$ cat config.mk
export PLATFORM = sky130hd
export DESIGN_NAME = csa_cal_ctrl
export DESIGN_NICKNAME = d
export VERILOG_FILES = /design/src/rtl/csa_cal_pkg.sv /design/src/rtl/csa_cal_timer.sv /design/src/rtl/csa_cal_seq.sv /design/src/rtl/csa_cal_chan.sv /design/src/rtl/csa_cal_ctrl.sv
export SDC_FILE = /design/constraint.sdc
export NUM_CORES = 1
export LEC_CHECK = 0
export ABC_AREA = 0
export BUFFER_PORTS_ARGS = -buffer_cell sky130_fd_sc_hd__buf_2
export CORE_ASPECT_RATIO = 0.75
export CORE_MARGIN = 10
export CORE_UTILIZATION = 54
export DETAILED_ROUTE_END_ITERATION = 8
export PLACE_DENSITY = 0.81
export SLEW_MARGIN = 20
export SYNTH_ARGS = -nofsm -noshare
export SYNTH_HDL_FRONTEND = slang
export SYNTH_SLANG_ARGS = --single-unit
$ cat constraint.sdc
create_clock -name clk -period 3.8 [get_ports clk]
set_input_delay 0 -clock clk [delete_from_list [all_inputs] [get_ports clk]]
set_output_delay 0 -clock clk [all_outputs]
set_load 0.02 [all_outputs]
$ cat src/rtl/csa_cal_pkg.sv
package csa_cal_pkg;
    localparam int GAIN_W = 2;
    localparam logic [GAIN_W-1:0] GAIN_MAX_CODE = '1;

    typedef enum logic [2:0] {
        ST_WAIT_REF,
        ST_PWRUP,
        ST_IDLE,
        ST_MANUAL,
        ST_AUTO
    } cal_state_e;
endpackage

$ cat src/rtl/csa_cal_timer.sv
module csa_cal_timer #(
    parameter int CNT_W = 16
) (
    input  logic             clk,
    input  logic             rst_n,
    input  logic             start,
    input  logic             run,
    input  logic [CNT_W-1:0] lim,
    output logic             expired
);
    logic [CNT_W-1:0] cnt_d, cnt_q;

    always_comb begin
        cnt_d = cnt_q;
        if (start) begin
            cnt_d = '0;
        end else if (run && (cnt_q != '1)) begin
            cnt_d = cnt_q + 1'b1;
        end
    end

    always_ff @(posedge clk or negedge rst_n) begin
        if (!rst_n) cnt_q <= '0;
        else        cnt_q <= cnt_d;
    end

    assign expired = run && (cnt_q >= lim);
endmodule

$ cat src/rtl/csa_cal_seq.sv
module csa_cal_seq
    import csa_cal_pkg::*;
#(
    parameter int NCH = 3
) (
    input  logic           clk,
    input  logic           rst_n,
    input  logic           ref_ok,
    input  logic           auto_en,
    input  logic [NCH-1:0] cal_req,
    input  logic [NCH-1:0] amp_done,
    input  logic           expired,
    output logic           start,
    output logic           run,
    output logic           manual,
    output logic           force_max,
    output logic [NCH-1:0] mask,
    output logic [NCH-1:0] bits,
    output logic           ready,
    output logic           err
);
    typedef struct packed {
        cal_state_e     st;
        logic [NCH-1:0] mask;
        logic [NCH-1:0] done;
        logic [NCH-1:0] bits;
        logic           ready;
        logic           err;
    } seq_t;

    seq_t           s_d, s_q;
    logic [NCH-1:0] clr;
    logic           all_in;

    always_comb begin
        s_d    = s_q;
        start  = 1'b0;
        clr    = '0;
        all_in = ((s_q.done | amp_done) & s_q.mask) == s_q.mask;
        unique case (s_q.st)
            ST_WAIT_REF: begin
                if (ref_ok) begin
                    s_d.st   = ST_PWRUP;
                    s_d.mask = '1;
                    s_d.done = '0;
                    start    = 1'b1;
                end
            end
            ST_IDLE: begin
                if (|s_q.bits) begin
                    s_d.st   = auto_en ? ST_AUTO : ST_MANUAL;
                    s_d.mask = s_q.bits;
                    s_d.done = '0;
                    s_d.err  = 1'b0;
                    start    = 1'b1;
                end
            end
            default: begin
                s_d.done = s_q.done | (amp_done & s_q.mask);
                if (all_in || expired) begin
                    s_d.st = ST_IDLE;
                    if (s_q.st == ST_PWRUP) s_d.ready = 1'b1;
                    else                    clr       = s_q.mask;
                    if (!all_in) s_d.err = 1'b1;
                end
            end
        endcase
        s_d.bits = (s_q.bits & ~clr) | cal_req;
    end

    always_ff @(posedge clk or negedge rst_n) begin
        if (!rst_n) begin
            s_q.st    <= ST_WAIT_REF;
            s_q.mask  <= '0;
            s_q.done  <= '0;
            s_q.bits  <= '0;
            s_q.ready <= 1'b0;
            s_q.err   <= 1'b0;
        end else begin
            s_q <= s_d;
        end
    end

    assign run       = (s_q.st == ST_PWRUP) || (s_q.st == ST_MANUAL) || (s_q.st == ST_AUTO);
    assign manual    = (s_q.st == ST_MANUAL);
    assign force_max = (s_q.st == ST_PWRUP) || (s_q.st == ST_AUTO);
    assign mask      = s_q.mask;
    assign bits      = s_q.bits;
    assign ready     = s_q.ready;
    assign err       = s_q.err;
endmodule

$ cat src/rtl/csa_cal_chan.sv
module csa_cal_chan
    import csa_cal_pkg::*;
(
    input  logic              active,
    input  logic              manual,
    input  logic              force_max,
    input  logic [GAIN_W-1:0] gain_cfg,
    output logic              amp_cal,
    output logic              in_short,
    output logic              load_dis,
    output logic [GAIN_W-1:0] gain
);
    always_comb begin
        amp_cal  = active;
        in_short = active && manual;
        load_dis = active && manual;
        gain     = force_max ? GAIN_MAX_CODE : gain_cfg;
    end
endmodule

$ cat src/rtl/csa_cal_ctrl.sv
module csa_cal_ctrl
    import csa_cal_pkg::*;
#(
    parameter int NCH   = 3,
    parameter int CNT_W = 16
) (
    input  logic                  clk,
    input  logic                  rst_n,
    input  logic                  ref_ok,
    input  logic                  auto_en,
    input  logic [NCH-1:0]        cal_req,
    input  logic [GAIN_W*NCH-1:0] gain_cfg,
    input  logic [CNT_W-1:0]      timeout_lim,
    input  logic [NCH-1:0]        amp_done,
    output logic [NCH-1:0]        cal_bits,
    output logic [NCH-1:0]        amp_cal,
    output logic [NCH-1:0]        in_short,
    output logic [NCH-1:0]        load_dis,
    output logic [GAIN_W*NCH-1:0] gain_out,
    output logic                  busy,
    output logic                  ready,
    output logic                  err_timeout
);
    logic           start, run, manual, force_max, expired;
    logic [NCH-1:0] mask;

    csa_cal_timer #(.CNT_W(CNT_W)) u_timer (
        .clk     (clk),
        .rst_n   (rst_n),
        .start   (start),
        .run     (run),
        .lim     (timeout_lim),
        .expired (expired)
    );

    csa_cal_seq #(.NCH(NCH)) u_seq (
        .clk       (clk),
        .rst_n     (rst_n),
        .ref_ok    (ref_ok),
        .auto_en   (auto_en),
        .cal_req   (cal_req),
        .amp_done  (amp_done),
        .expired   (expired),
        .start     (start),
        .run       (run),
        .manual    (manual),
        .force_max (force_max),
        .mask      (mask),
        .bits      (cal_bits),
        .ready     (ready),
        .err       (err_timeout)
    );

    for (genvar i = 0; i < NCH; i++) begin : g_ch
        csa_cal_chan u_ch (
            .active    (run && mask[i]),
            .manual    (manual),
            .force_max (force_max),
            .gain_cfg  (gain_cfg[i*GAIN_W +: GAIN_W]),
            .amp_cal   (amp_cal[i]),
            .in_short  (in_short[i]),
            .load_dis  (load_dis[i]),
            .gain      (gain_out[i*GAIN_W +: GAIN_W])
        );
    end

    assign busy = run;
endmodule

# [Word level (Yosys, flattened, before mapping)]
# Cells that the tools add are included.
[classes] n_addsub=1 magnitude_cmp=1 n_eq_ne=9 muxes=22 bitwise=9 n_reduce_logical=24
[ops] cell="16-bit 2-to-1 mux" n=2
[ops] cell="9-bit 2-to-1 mux" n=2
[ops] cell="3-bit case mux with 2 select lines" n=3
[ops] cell="16-bit by 1-bit adder with 16-bit output (second input constant)" n=1
[ops] cell="16-bit >= comparator" n=1
[ops] cell="16-bit inequality test (second input constant)" n=1
[ops] cell="3-bit 2-to-1 mux" n=5
[ops] cell="3-bit AND" n=3
[ops] cell="3-bit bitwise OR" n=3
[ops] cell="3-bit AND reduction" n=3
[ops] cell="1-bit logical AND" n=8
[ops] cell="3-bit by 2-bit equality test with 1-bit output (second input constant)" n=2
[ops] cell="2-bit 2-to-1 mux" n=3
[ops] cell="2-bit nonzero test" n=3
[ops] cell="1-bit 2-to-1 mux" n=5
[ops] cell="1-bit logical OR" n=4
[ops] cell="2-bit inequality test (second input constant)" n=2
[ops] cell="1-bit case mux with 2 select lines" n=2
[ops] cell="4-bit AND reduction" n=1
[ops] cell="3-bit by 1-bit equality test with 1-bit output (second input constant)" n=1
[ops] cell="3-bit equality test" n=1
[ops] cell="3-bit equality test (second input constant)" n=1
[ops] cell="3-bit zero test" n=1
[ops] cell="3-bit NOT" n=1
[ops] cell="6 further kinds" n=7
[word_totals] regBits=30 input_bits=32 output_inout_bits=21 wordCells=73

# [Depth between registers and ports, before layout]
# Gate-level depths: netlist of the first run.
[logic_depth] word_depth=10 depth_mapped=8 mapped_depth_nobuf=8

# [Cells and area by module]
# A second synthesis of the first run with hierarchy kept.
[unflattened] cells_unflattened=233 area_unflattened_um2=2188.3
[by_module_without_submodules] module="csa_cal_timer" n_inst=1 cells_each=149 area_per_inst_um2=1341.3 seq_area_each_um2=400.4
[by_module_without_submodules] module="csa_cal_seq" n_inst=1 cells_each=66 area_per_inst_um2=726.9 seq_area_each_um2=350.3
[by_module_without_submodules] module="csa_cal_chan" n_inst=3 cells_each=5 area_per_inst_um2=33.8 seq_area_each_um2=0.0
[by_module_without_submodules] module="csa_cal_ctrl" n_inst=1 cells_each=3 area_per_inst_um2=18.8 seq_area_each_um2=0.0

# [Least setup slack after synthesis of the first run]
# No wires, ideal clock.
[synth_path] kind="register to register" start="register u_timer.cnt_q[5]" end="register u_seq.s_q[12] in the netlist's numbering" setup_ns=0.146 arrival_time_ns=1.971 t_required_ns=3.654 slack_ns=1.682 path_stages_with_launch=8 path_buffers=0 period_less_slack_ns=2.118 cell_sequence="dfrtp_1 ha_1 or3_1 a21oi_1 nor3_1 a211o_1 a21oi_1 a221oi_1"
[synth_between] elab_chain_len=5
[synth_rtl] element="start, declared" line_no="csa_cal_timer.sv:11" source="logic [CNT_W-1:0] cnt_d, cnt_q;"
[synth_rtl] element="start signal, assigned" line_no="csa_cal_timer.sv:24" source="else cnt_q <= cnt_d;"
[synth_rtl] element="16-bit >= comparator" line_no="csa_cal_timer.sv:27" source="assign expired = run && (cnt_q >= lim);"
[synth_rtl] element="1-bit logical AND" line_no="csa_cal_timer.sv:27"
[synth_rtl] element="1-bit logical OR" line_no="csa_cal_seq.sv:60" source="if (all_in || expired) begin"
[synth_rtl] element="3-bit nonzero test (no line)"
[synth_rtl] element="3-bit AND reduction (no line)"
[synth_rtl] element="end, declared" line_no="csa_cal_seq.sv:31" source="seq_t s_d, s_q;"
# No other way between the ends.
# A chain may end at the register's enable or synchronous reset.

# [Worst setup path in the final report of the first run]
[layout_path] start="register u_timer.cnt_q[2]" end="register u_seq.s_q[12] in the netlist's numbering"
# The elaborated chain is that of the path after synthesis.

==> metrics, run 1 <==
outcome=complete, no violations; minimum clock period=2.477 ns; leading area contributor after synthesis=dfrtp_1; vias per inst=5.418; Rel. slew slack=55.42%; final worst path period share=65.20%; Critical Path Sink Type=flop; H-tree depth=2; Worst Path Required=3.93 ns; Critical Path Max Stage Delay=0.52 ns; first-pass GRT wire length=8.507 mm; Slowest cell on crit path=a21oi_1; Overflow after GRT=0; I/O Buffers=52; post-synthesis register bit count=30; diode count=0; Root Buffer Master=clkbuf_8; initial antenna violation count=0; largest net degree at the start of global routing=31; RSZ-0062 raised after global routing=no; setup TNS=0 ns; Synth async-reset ratio=100.0%; R2R Path Start=u_timer.cnt_q[2]$_DFFE_PN0P_; Worst-Skew Late Latency=0.28 ns; Avg Cell Area, Syn=9.240 sq um; Post-Synth Simple-Gate Area=21.88%; Filler cells=301; main combinational cell family by area after synthesis=simple AND/OR/NAND/NOR gates; Synth top area share=36.76%; final worst slack=1.323 ns; Post-synth EDFFs=0; Crit Path Class=reg -> reg; Worst Path Max Fanout=7; crit path cell chain=ha_1 -> a211o_1 -> a31oi_1 -> o21ai_0 -> a211o_1 -> a21oi_1 -> a221oi_1; starting density of the core=55.78%; drt drc=0; post-synthesis mux area share=0.4902%; DP HPWL=3.843 mm; cell count after synthesis=221; GRT Total Usage=15.53%; CP dominant cell by count=a211o_1; top_reg_cell synth=dfrtp_1; initial drt markers=124; Storage cell area=750.7 sq um; Chip Width=91.01 microns; Clk pin slew, worst setup/hold paths=0.06 ns; RD Place Congestion=0.8311; worst vdd ir=0.0004111 V; FP Rows=19; vias in the first global route=1,790; worst slew pin tran=0.6687 ns; most frequent cell after synthesis=dfrtp_1; TritonCTS buffer count=5; Hold/Removal Path Class=in -> async; P&R area growth vs syn=18.75%; final setup violation count=0; Die H=73.26 microns; synthesized area=0.002042 sq mm; number of synthesis warnings=0; R2R Setup Slk=1.32 ns; Worst Setup Start Kind=flop; Post-Syn Nets=270; share of post-route cells with drive strength above 1=27.11%; Fmax achieved=403.6 MHz; Tot Pwr=1.528 mW; final clock skew=0.003322 ns; CTS tree=yes; synth top area cells=dfrtp_1 (37%), ha_1 (10%), buf_4 (4.4%), inv_1 (3.9%), nor2_1 (3.3%); Max clock buf depth=2; pwr dens=630.2 mW/mm^2; DR WL/cell=15.47 microns; nets=322; Final Hold Fails=0; Crit path buffers/inverters=0; r2r worst-path depth=7; Die Area=0.006667 sq mm; boundary pin count=53; most common library cells after synthesis=dfrtp_1 (30), inv_1 (21), nor2_1 (18); Leak=1.187 nW; count of different cell masters after synthesis=48; DR pass1 iterations=4; RR Endpoint=u_seq.s_q[12]$_DFFE_PN0P_; sequential fraction of the synthesis area=36.76%; pre-CTS setup slack=1.337 ns; clock sink count=30; area of the multi-input gates=0.001106 sq mm; Core ar.=0.003661 sq mm; maxcap violations=0; cell family with the largest share of critical-path delay=compound AO/OA/AOI/OAI gates; Final Max Tran Viols=0; DR vias=1,761; Worst EP arrival=2.60 ns; post-synthesis compound-gate area fraction=17.10%; post-route ant nets=0; Synth Area in XOR/XNOR=4.289%; post-CTS sizing=0; DRT Wirelength=5.028 mm; Synth Area in Adders=10.42%; Core Util, Final=66.23%; setup repair bufs after CTS=0
sequential cells by signal (all words and copies together), names as in the netlist:
| register | flops |
|---|---|
| u_timer.cnt_q | 16 |
| u_seq.s_q | 6 |
| u_seq.mask | 3 |
| u_seq.ready | 1 |
| u_seq.err | 1 |
| u_seq.bits | 3 |
where the power goes:
part / internal, mW / total [mW] / leakage [nW] / switching, mW
registers: 0.399 / 0.505 / 0.372 / 0.106
clock network: 0.126 / 0.233 / 0.0383 / 0.107
logic: 0.309 / 0.790 / 0.777 / 0.480
total: 0.834 / 1.53 / 1.19 / 0.694
layout make-up:
class	instances	share of cell area [%]
multi-input combinational	154	45.61
sequential	30	30.96
timing repair buffer	61	14.34
inverter	21	3.251
clock buffer	7	3.148
tap	52	2.683
per-stage QoR:
step                      cell area [sq um]  std cells  hold WS [ns]
after global placement                 2268        310       0.07021
final                                  2425        325        0.3026
after CTS                              2425        325        0.3064
after floorplan                        2042        221       -0.2956
after detailed placement               2268        310       0.07205
after global routing                   2425        325        0.3131
how the worst max path moves through the flow:
stage / slack, ns / from / to / cells past startpoint
floorplan: 1.68 / u_timer.cnt_q[5]$_DFFE_PN0P_ / u_seq.s_q[12]$_DFFE_PN0P_ / 7
global placement: 1.46 / u_timer.cnt_q[6]$_DFFE_PN0P_ / u_seq.s_q[12]$_DFFE_PN0P_ / 7
detailed placement: 1.34 / u_timer.cnt_q[2]$_DFFE_PN0P_ / u_seq.s_q[12]$_DFFE_PN0P_ / 7
CTS: 1.32 / u_timer.cnt_q[2]$_DFFE_PN0P_ / u_seq.s_q[12]$_DFFE_PN0P_ / 7
global route: 1.13 / u_timer.cnt_q[6]$_DFFE_PN0P_ / u_seq.s_q[12]$_DFFE_PN0P_ / 7
finish: 1.32 / u_timer.cnt_q[2]$_DFFE_PN0P_ / u_seq.s_q[12]$_DFFE_PN0P_ / 7
cells by family after synthesis:
logic type / count (synthesis)
AO/OA/AOI/OAI: 47
adder cells (fa/ha/maj): 17
flip-flops: 30
buffers and inverters: 37
AND/OR/NAND/NOR: 79
XOR/XNOR: 10
multiplexers: 1
timing repair:
action / 4_1_cts / 5_1_grt
endpoints found under the setup margin: 0 / 0
hold buffers: 8 / 0
hold endpoints to repair: 37 / 0
routing by layer:
layer,GRT usage [%],up-vias,routed length [microns]
met1,20.63,806,2366
li1,-,876,-
met5,0,-,0
met2,23.30,66,2166
met3,4.171,13,393
met4,6.759,0,102
layout by cell type (no fill, tap or decap), types with 3 or more instances in the layout:
| master | Yosys | final |
|---|---|---|
| nor3_1 | 5 | 5 |
| and2_1 | 3 | 3 |
| inv_1 | 21 | 21 |
| dlygate4sd3_1 | 0 | 8 |
| buf_2 | 1 | 52 |
| ha_1 | 17 | 17 |
| nand4_1 | 3 | 3 |
| a211o_1 | 3 | 3 |
| a32o_1 | 3 | 3 |
| a21oi_1 | 9 | 9 |
| or3_1 | 4 | 4 |
| and3_1 | 3 | 3 |
| or2_2 | 7 | 7 |
| nor2_1 | 18 | 18 |
| o21ai_0 | 6 | 6 |
| nand2b_1 | 4 | 4 |
| o22a_1 | 3 | 3 |
| dfrtp_1 | 30 | 30 |
| a211oi_1 | 3 | 3 |
| clkbuf_8 | 0 | 5 |
| nand3_1 | 3 | 3 |
| nand2_1 | 15 | 15 |
| xnor2_1 | 5 | 5 |
| o32a_1 | 3 | 3 |
| a22o_1 | 3 | 3 |
| xor2_1 | 5 | 5 |
No activity file was read; power rests on OpenSTA's default activity.
==> run 2: changes to the inputs <==
--- a/config.mk
+++ b/config.mk
@@ -9,9 +9,9 @@
 export BUFFER_PORTS_ARGS = -buffer_cell sky130_fd_sc_hd__buf_2
 export CORE_ASPECT_RATIO = 0.75
 export CORE_MARGIN = 10
-export CORE_UTILIZATION = 54
+export CORE_UTILIZATION = 53
 export DETAILED_ROUTE_END_ITERATION = 8
-export PLACE_DENSITY = 0.81
+export PLACE_DENSITY = 0.8
 export SLEW_MARGIN = 20
 export SYNTH_ARGS = -nofsm -noshare
 export SYNTH_HDL_FRONTEND = slang
==> constraint.sdc (replaced) <==
create_clock -name clk -period 2.4 [get_ports clk]
set_input_delay 0 -clock clk [delete_from_list [all_inputs] [get_ports clk]]
set_output_delay 0 -clock clk [all_outputs]
set_load 0.02 [all_outputs]
==> run 2 against run 1 <==
Against the previous run: global-route usage decreased by 0.13 points; hold slack got worse by 0.30 ns; largest cell class unchanged; routed wire length up 1.7%; setup slack lost 1.1 ns; register-to-register slack worse by 1.1 ns; sequential share of layout area shrank 0.97 points; via count shrank 0.62%; cell count rose by 0.92%; critical path depth is 1 higher; clock-buffer cell count down 1.
==> metrics, run 2 (synthesis results as in run 1) <==
post-CTS sizing=0 (unchanged); Rel. slew slack=55.01% (was 55.42%); final worst slack=0.2014 ns (was 1.323 ns); FP Rows=19 (unchanged); Filler cells=304 (was 301); drt drc=0 (unchanged); Finished Cell Area=0.002504 sq mm (was 0.002425 sq mm); cell family with the largest share of critical-path delay=compound AO/OA/AOI/OAI gates (unchanged); I/O Buffers=52 (unchanged); met3 GRT Util=4.985% (was 4.171%); post-route ant nets=0 (unchanged); Chip Width=91.67 microns (was 91.01 microns); Finished Layout Cells=328 (was 325); WHS=0.003272 ns (was 0.3026 ns); final clock skew=0.005781 ns (was 0.003322 ns); Overflow after GRT=0 (unchanged); RSZ-0062 raised after global routing=no (unchanged); Crit Path Class=reg -> reg (unchanged); commonest cells after routing, fill and taps aside=buf_2 (52), dfrtp_1 (30), inv_1 (21) (unchanged); Critical Path Sink Type=flop (unchanged); pwr dens=1089 mW/mm^2 (was 630.2 mW/mm^2); Regs by FF count=u_timer.cnt_q: 16 flops, u_seq.s_q: 6 flops (unchanged); Fmax achieved=454.8 MHz (was 403.6 MHz); Critical Path Max Stage Delay=0.44 ns (was 0.52 ns); vias in the first global route=1,782 (was 1,790); Critical path origin=u_timer.cnt_q[6]$_DFFE_PN0P_ (was u_timer.cnt_q[2]$_DFFE_PN0P_); grt peak-use layer=met2 (unchanged); Die H=73.76 microns (was 73.26 microns); H-tree depth=2 (unchanged); Core ar.=0.003685 sq mm (was 0.003661 sq mm); diode count=0 (unchanged); Clk pin slew, worst setup/hold paths=0.07 ns (was 0.06 ns); worst slew pin tran=0.6748 ns (was 0.6687 ns); Final Hold Fails=0 (unchanged); final worst path period share=91.61% (was 65.20%); share of post-route cells with drive strength above 1=28.99% (was 27.11%); starting density of the core=55.42% (was 55.78%); nets=324 (was 322); DRT Wirelength=5.115 mm (was 5.028 mm); Worst EP arrival=2.43 ns (was 2.60 ns); max reg flops=16 (unchanged); Max clock buf depth=2 (unchanged); Final Max Tran Viols=0 (unchanged); vias per inst=5.335 (was 5.418); final setup violation count=0 (unchanged); DR pass1 iterations=4 (unchanged); setup repair bufs after CTS=0 (unchanged); TritonCTS buffer count=5 (unchanged); DR vias=1,750 (was 1,761); DP HPWL=3.903 mm (was 3.843 mm); Most flops, register=u_timer.cnt_q (unchanged); R2R Path Start=u_timer.cnt_q[6]$_DFFE_PN0P_ (was u_timer.cnt_q[2]$_DFFE_PN0P_); first-pass GRT wire length=8.521 mm (was 8.507 mm); P&R area growth vs syn=22.61% (was 18.75%); Worst-Skew Late Latency=0.29 ns (was 0.28 ns); Leak=1.231 nW (was 1.187 nW); outcome=complete, no violations (unchanged); dpl cells=313 (was 310); GRT Total Usage=15.40% (was 15.53%); initial drt markers=192 (was 124); initial antenna violation count=0 (unchanged); leading cell type in the layout, fill and taps excluded=buf_2 (unchanged); Slowest cell on crit path=dfrtp_1 (was a21oi_1); pre-CTS setup slack=0.2318 ns (was 1.337 ns); Hold/Removal Path Class=in -> reg (was in -> async); cts hold-fix bufs=7 (was 8); CTS tree=yes (unchanged); met1 Track Usage GR=20.19% (was 20.63%); boundary pin count=53 (unchanged); setup TNS=0 ns (unchanged); DR WL/cell=15.59 microns (was 15.47 microns); M2 GR Usage=23.13% (was 23.30%); Die Area=0.006761 sq mm (was 0.006667 sq mm); minimum clock period=2.199 ns (was 2.477 ns); HP Start=amp_done[2]; Worst Path Max Fanout=7 (unchanged); clock sink count=30 (unchanged); worst vdd ir=0.0007789 V (was 0.0004111 V); largest net degree at the start of global routing=31 (unchanged); RD Place Congestion=0.8951 (was 0.8311); maxcap violations=0 (unchanged); Worst Setup Start Kind=flop (unchanged); Crit path buffers/inverters=1 (was 0); placement-stage cell area=0.002291 sq mm (was 0.002268 sq mm); crit path cell chain=ha_1 -> a21o_1 -> a211oi_1 -> o21ai_0 -> a211o_1 -> a21oi_1 -> buf_4 -> o32a_1 (was ha_1 -> a211o_1 -> a31oi_1 -> o21ai_0 -> a211o_1 -> a21oi_1 -> a221oi_1); Root Buffer Master=clkbuf_8 (unchanged); Worst Path Required=2.63 ns (was 3.93 ns)
[run 2: layer usage]
metal | vias up | wire length [microns]
met5 | - | 0
met4 | 0 | 97
met3 | 10 | 360
met2 | 61 | 2233
met1 | 798 | 2424
li1 | 881 | -
[run 2: final timing paths]
path	cells after the start	end	slack, ns
setup / recovery	8	u_seq.bits[0]$_DFF_PN0_	0.20
hold / removal	2	u_seq.s_q[7]$_DFFE_PN0P_	0.003
setup reg to reg	8	u_seq.bits[0]$_DFF_PN0_	0.20
hold reg to reg	1	u_seq.ready$_DFFE_PN0P_	0.48
max in group asynchronous	2	u_seq.err$_DFFE_PN0P_	1.68
min in group asynchronous	2	u_timer.cnt_q[10]$_DFFE_PN0P_	0.28
[run 2: power by group]
group | total [mW] | switching, mW | leakage, nW | internal [mW]
Combinational | 1.30 | 0.789 | 0.788 | 0.514
Clock | 0.644 | 0.201 | 0.0714 | 0.443
Sequential | 0.780 | 0.148 | 0.372 | 0.632
[run 2: worst register-to-register path, stage by stage (launching register included)]
cell      delay (ns)
dfrtp_1         0.44
ha_1            0.33
a21o_1          0.18
a211oi_1        0.24
o21ai_0         0.15
a211o_1         0.33
a21oi_1         0.14
buf_4           0.17
o32a_1          0.16
[run 2: area by class of cell]
cell class / count / area, sq um / area share [%]
timing repair buffer: 63 / 360.3 / 14.39
sequential: 30 / 750.7 / 29.99
tap: 52 / 65.06 / 2.599
multi-input combinational: 154 / 1106 / 44.18
inverter: 21 / 78.83 / 3.148
clock buffer: 6 / 82.58 / 3.298
clock inverter: 2 / 60.06 / 2.399
[run 2: stage by stage]
step                      utilization (%)  power [mW]
after CTS                           67.95       2.735
after global routing                67.95       2.909
after detailed placement            62.17       2.074
after floorplan                         -       1.789
final                               67.95       2.727
after global placement              62.17       2.037
==> run 3: changes to the inputs <==
--- a/config.mk
+++ b/config.mk
@@ -8,7 +8,7 @@
 export ABC_AREA = 0
 export BUFFER_PORTS_ARGS = -buffer_cell sky130_fd_sc_hd__buf_2
 export CORE_ASPECT_RATIO = 0.75
-export CORE_MARGIN = 10
+export CORE_MARGIN = 8
 export CORE_UTILIZATION = 53
 export DETAILED_ROUTE_END_ITERATION = 8
 export PLACE_DENSITY = 0.8
==> run 3 against run 2 <==
Against the previous run: routed wire length decreased by 4.5%; die area decreased by 9.6%; cell count increased by 0.30%; power decreased by 8.0%; first-iteration DRC count decreased by 42%; critical endpoint is now u_seq.bits[2]$_DFF_PN0_.
==> metrics, run 3 (synthesis results as in run 1) <==
Final Hold Fails=0 (unchanged); vias per inst=5.337 (was 5.335); DP HPWL=3.732 mm (was 3.903 mm); Overflow after GRT=0 (unchanged); Hold/Removal Path Class=in -> async (was in -> reg); Storage cell area=750.7 sq um (unchanged); Most flops, register=u_timer.cnt_q (unchanged); met1 Track Usage GR=22.73% (was 20.19%); Critical Path Max Stage Delay=0.44 ns (about the same); CTS tree=yes (unchanged); initial antenna violation count=0 (unchanged); Worst-Skew Late Latency=0.29 ns (about the same); leading cell type in the layout, fill and taps excluded=buf_2 (unchanged); diode count=0 (unchanged); nets=325 (was 324); final worst path period share=91.99% (was 91.61%); commonest cells after routing, fill and taps aside=buf_2 (52), dfrtp_1 (30), inv_1 (21) (unchanged); final setup violation count=0 (unchanged); H-tree depth=2 (unchanged); Fmax achieved=453.0 MHz (was 454.8 MHz); Max clock buf depth=2 (unchanged); pwr dens=1017 mW/mm^2 (was 1089 mW/mm^2); Final Max Tran Viols=0 (unchanged); outcome=complete, no violations (unchanged); final clock skew=0.004001 ns (was 0.005781 ns); Die H=69.76 microns (was 73.76 microns); DR vias=1,756 (was 1,750); Rel. slew slack=55.08% (was 55.01%); FP Rows=19 (unchanged); starting density of the core=55.42% (unchanged); Core ar.=0.003685 sq mm (unchanged); DR pass1 iterations=6 (was 4); Root Buffer Master=clkbuf_8 (unchanged); setup TNS=0 ns (unchanged); area of the multi-input gates=0.001106 sq mm (unchanged); Clk pin slew, worst setup/hold paths=0.07 ns (about the same); R2R Path Start=u_timer.cnt_q[6]$_DFFE_PN0P_ (unchanged); P&R area growth vs syn=20.77% (was 22.61%); Regs by FF count=u_timer.cnt_q: 16 flops, u_seq.s_q: 6 flops (unchanged); Crit path buffers/inverters=1 (unchanged); Finished Cell Area=0.002466 sq mm (was 0.002504 sq mm); setup repair bufs after CTS=0 (unchanged); TritonCTS buffer count=5 (unchanged); GRT Total Usage=16.82% (was 15.40%); Die Area=0.006115 sq mm (was 0.006761 sq mm); share of post-route cells with drive strength above 1=28.88% (was 28.99%); Gate power share=51.7% (was 47.8%); worst slew pin tran=0.6739 ns (was 0.6748 ns); Switching Share=45.13% (was 41.74%); Worst Path Required=2.63 ns (about the same); Chip Width=87.67 microns (was 91.67 microns); Int Pwr=1.376 mW (was 1.589 mW); cell family with the largest share of critical-path delay=compound AO/OA/AOI/OAI gates (unchanged); minimum clock period=2.208 ns (was 2.199 ns); vias in the first global route=1,733 (was 1,782); boundary pin count=53 (unchanged); maxcap violations=0 (unchanged); crit path cell chain=ha_1 -> a21o_1 -> a211oi_1 -> o21ai_0 -> a211o_1 -> a21oi_1 -> buf_4 -> o32a_1 (unchanged); clock sink count=30 (unchanged); largest net degree at the start of global routing=31 (unchanged); DRT Wirelength=4.886 mm (was 5.115 mm); max reg flops=16 (unchanged); met3 GRT Util=4.970% (was 4.985%); Critical path origin=u_timer.cnt_q[6]$_DFFE_PN0P_ (unchanged); DR WL/cell=14.85 microns (was 15.59 microns); Worst EP arrival=2.43 ns (about the same); Worst Setup Start Kind=flop (unchanged); first-pass GRT wire length=8.197 mm (was 8.521 mm); net switching power=1.132 mW (was 1.138 mW); grt peak-use layer=met2 (unchanged); power share of the clock group=17.3% (was 23.6%); initial drt markers=112 (was 192); RD Place Congestion=0.8227 (was 0.8951); share of total power in sequential cells=31.1% (was 28.6%); RSZ-0062 raised after global routing=no (unchanged); drt drc=0 (unchanged); Crit Path Class=reg -> reg (unchanged); Critical Path Sink Type=flop (unchanged); Worst Path Max Fanout=7 (unchanged); post-route ant nets=0 (unchanged); I/O Buffers=52 (unchanged); Slowest cell on crit path=dfrtp_1 (unchanged); worst vdd ir=0.0006535 V (was 0.0007789 V); placement-stage cell area=0.002291 sq mm (unchanged); Leak=1.211 nW (was 1.231 nW); Filler cells=316 (was 304); M2 GR Usage=24.33% (was 23.13%)
==> run 3: layer usage <==
metal | wire, microns | up-vias
met4 | 96 | 0
met3 | 304 | 12
li1 | - | 885
met5 | 0 | -
met1 | 2349 | 804
met2 | 2135 | 55
==> run 3: power groups by stage <==
stage	Combinational, mW	Sequential (mW)	Clock, mW
finish	1.30	0.779	0.433
global route	1.42	0.801	0.466
CTS	1.29	0.775	0.435
detailed placement	1.28	0.784	0
global placement	1.25	0.781	0
floorplan	1.04	0.745	0
==> run 3: area by class of cell <==
| class | count | area share [%] |
|---|---|---|
| multi-input cells | 154 | 44.85 |
| repair buffers | 64 | 15.02 |
| well taps | 52 | 2.638 |
| inverters | 21 | 3.196 |
| clock inverters | 2 | 0.5074 |
| flip-flops and latches | 30 | 30.44 |
| clock buffers | 6 | 3.349 |
==> run 3: per-stage QoR <==
| step | util (%) | std cells | setup slack, ns | total power [mW] | hold slack [ns] |
|---|---|---|---|---|---|
| final | 66.93 | 329 | 0.1923 | 2.508 | 0.2862 |
| after global routing | 66.93 | 329 | 0.03042 | 2.689 | 0.3200 |
| after CTS | 66.66 | 328 | 0.1723 | 2.502 | 0.002744 |
| after detailed placement | 62.17 | 313 | 0.1892 | 2.062 | 0.06823 |
| after global placement | 62.17 | 313 | 0.2626 | 2.030 | 0.06945 |
| after floorplan | - | 221 | 0.2823 | 1.789 | -0.2956 |
==> run 3: what timing repair did <==
action                                  CTS  global route
hold buffers                              7             1
gates resized for setup                   0             0
endpoints found under the setup margin    0             0
hold endpoints to repair                 36             1
==> run 3: worst paths after layout <==
| path | endpoint | slack, ns | depth (start not counted) |
|---|---|---|---|
| setup / recovery | u_seq.bits[2]$_DFF_PN0_ | 0.19 | 8 |
| hold / removal | u_timer.cnt_q[10]$_DFFE_PN0P_ | 0.29 | 2 |
| setup reg to reg | u_seq.bits[2]$_DFF_PN0_ | 0.19 | 8 |
| hold reg to reg | u_seq.ready$_DFFE_PN0P_ | 0.50 | 1 |
| max in group asynchronous | u_seq.s_q[5]$_DFFE_PN0P_ | 1.68 | 2 |
| min in group clk | gain_out[5] | 0.30 | 3 |
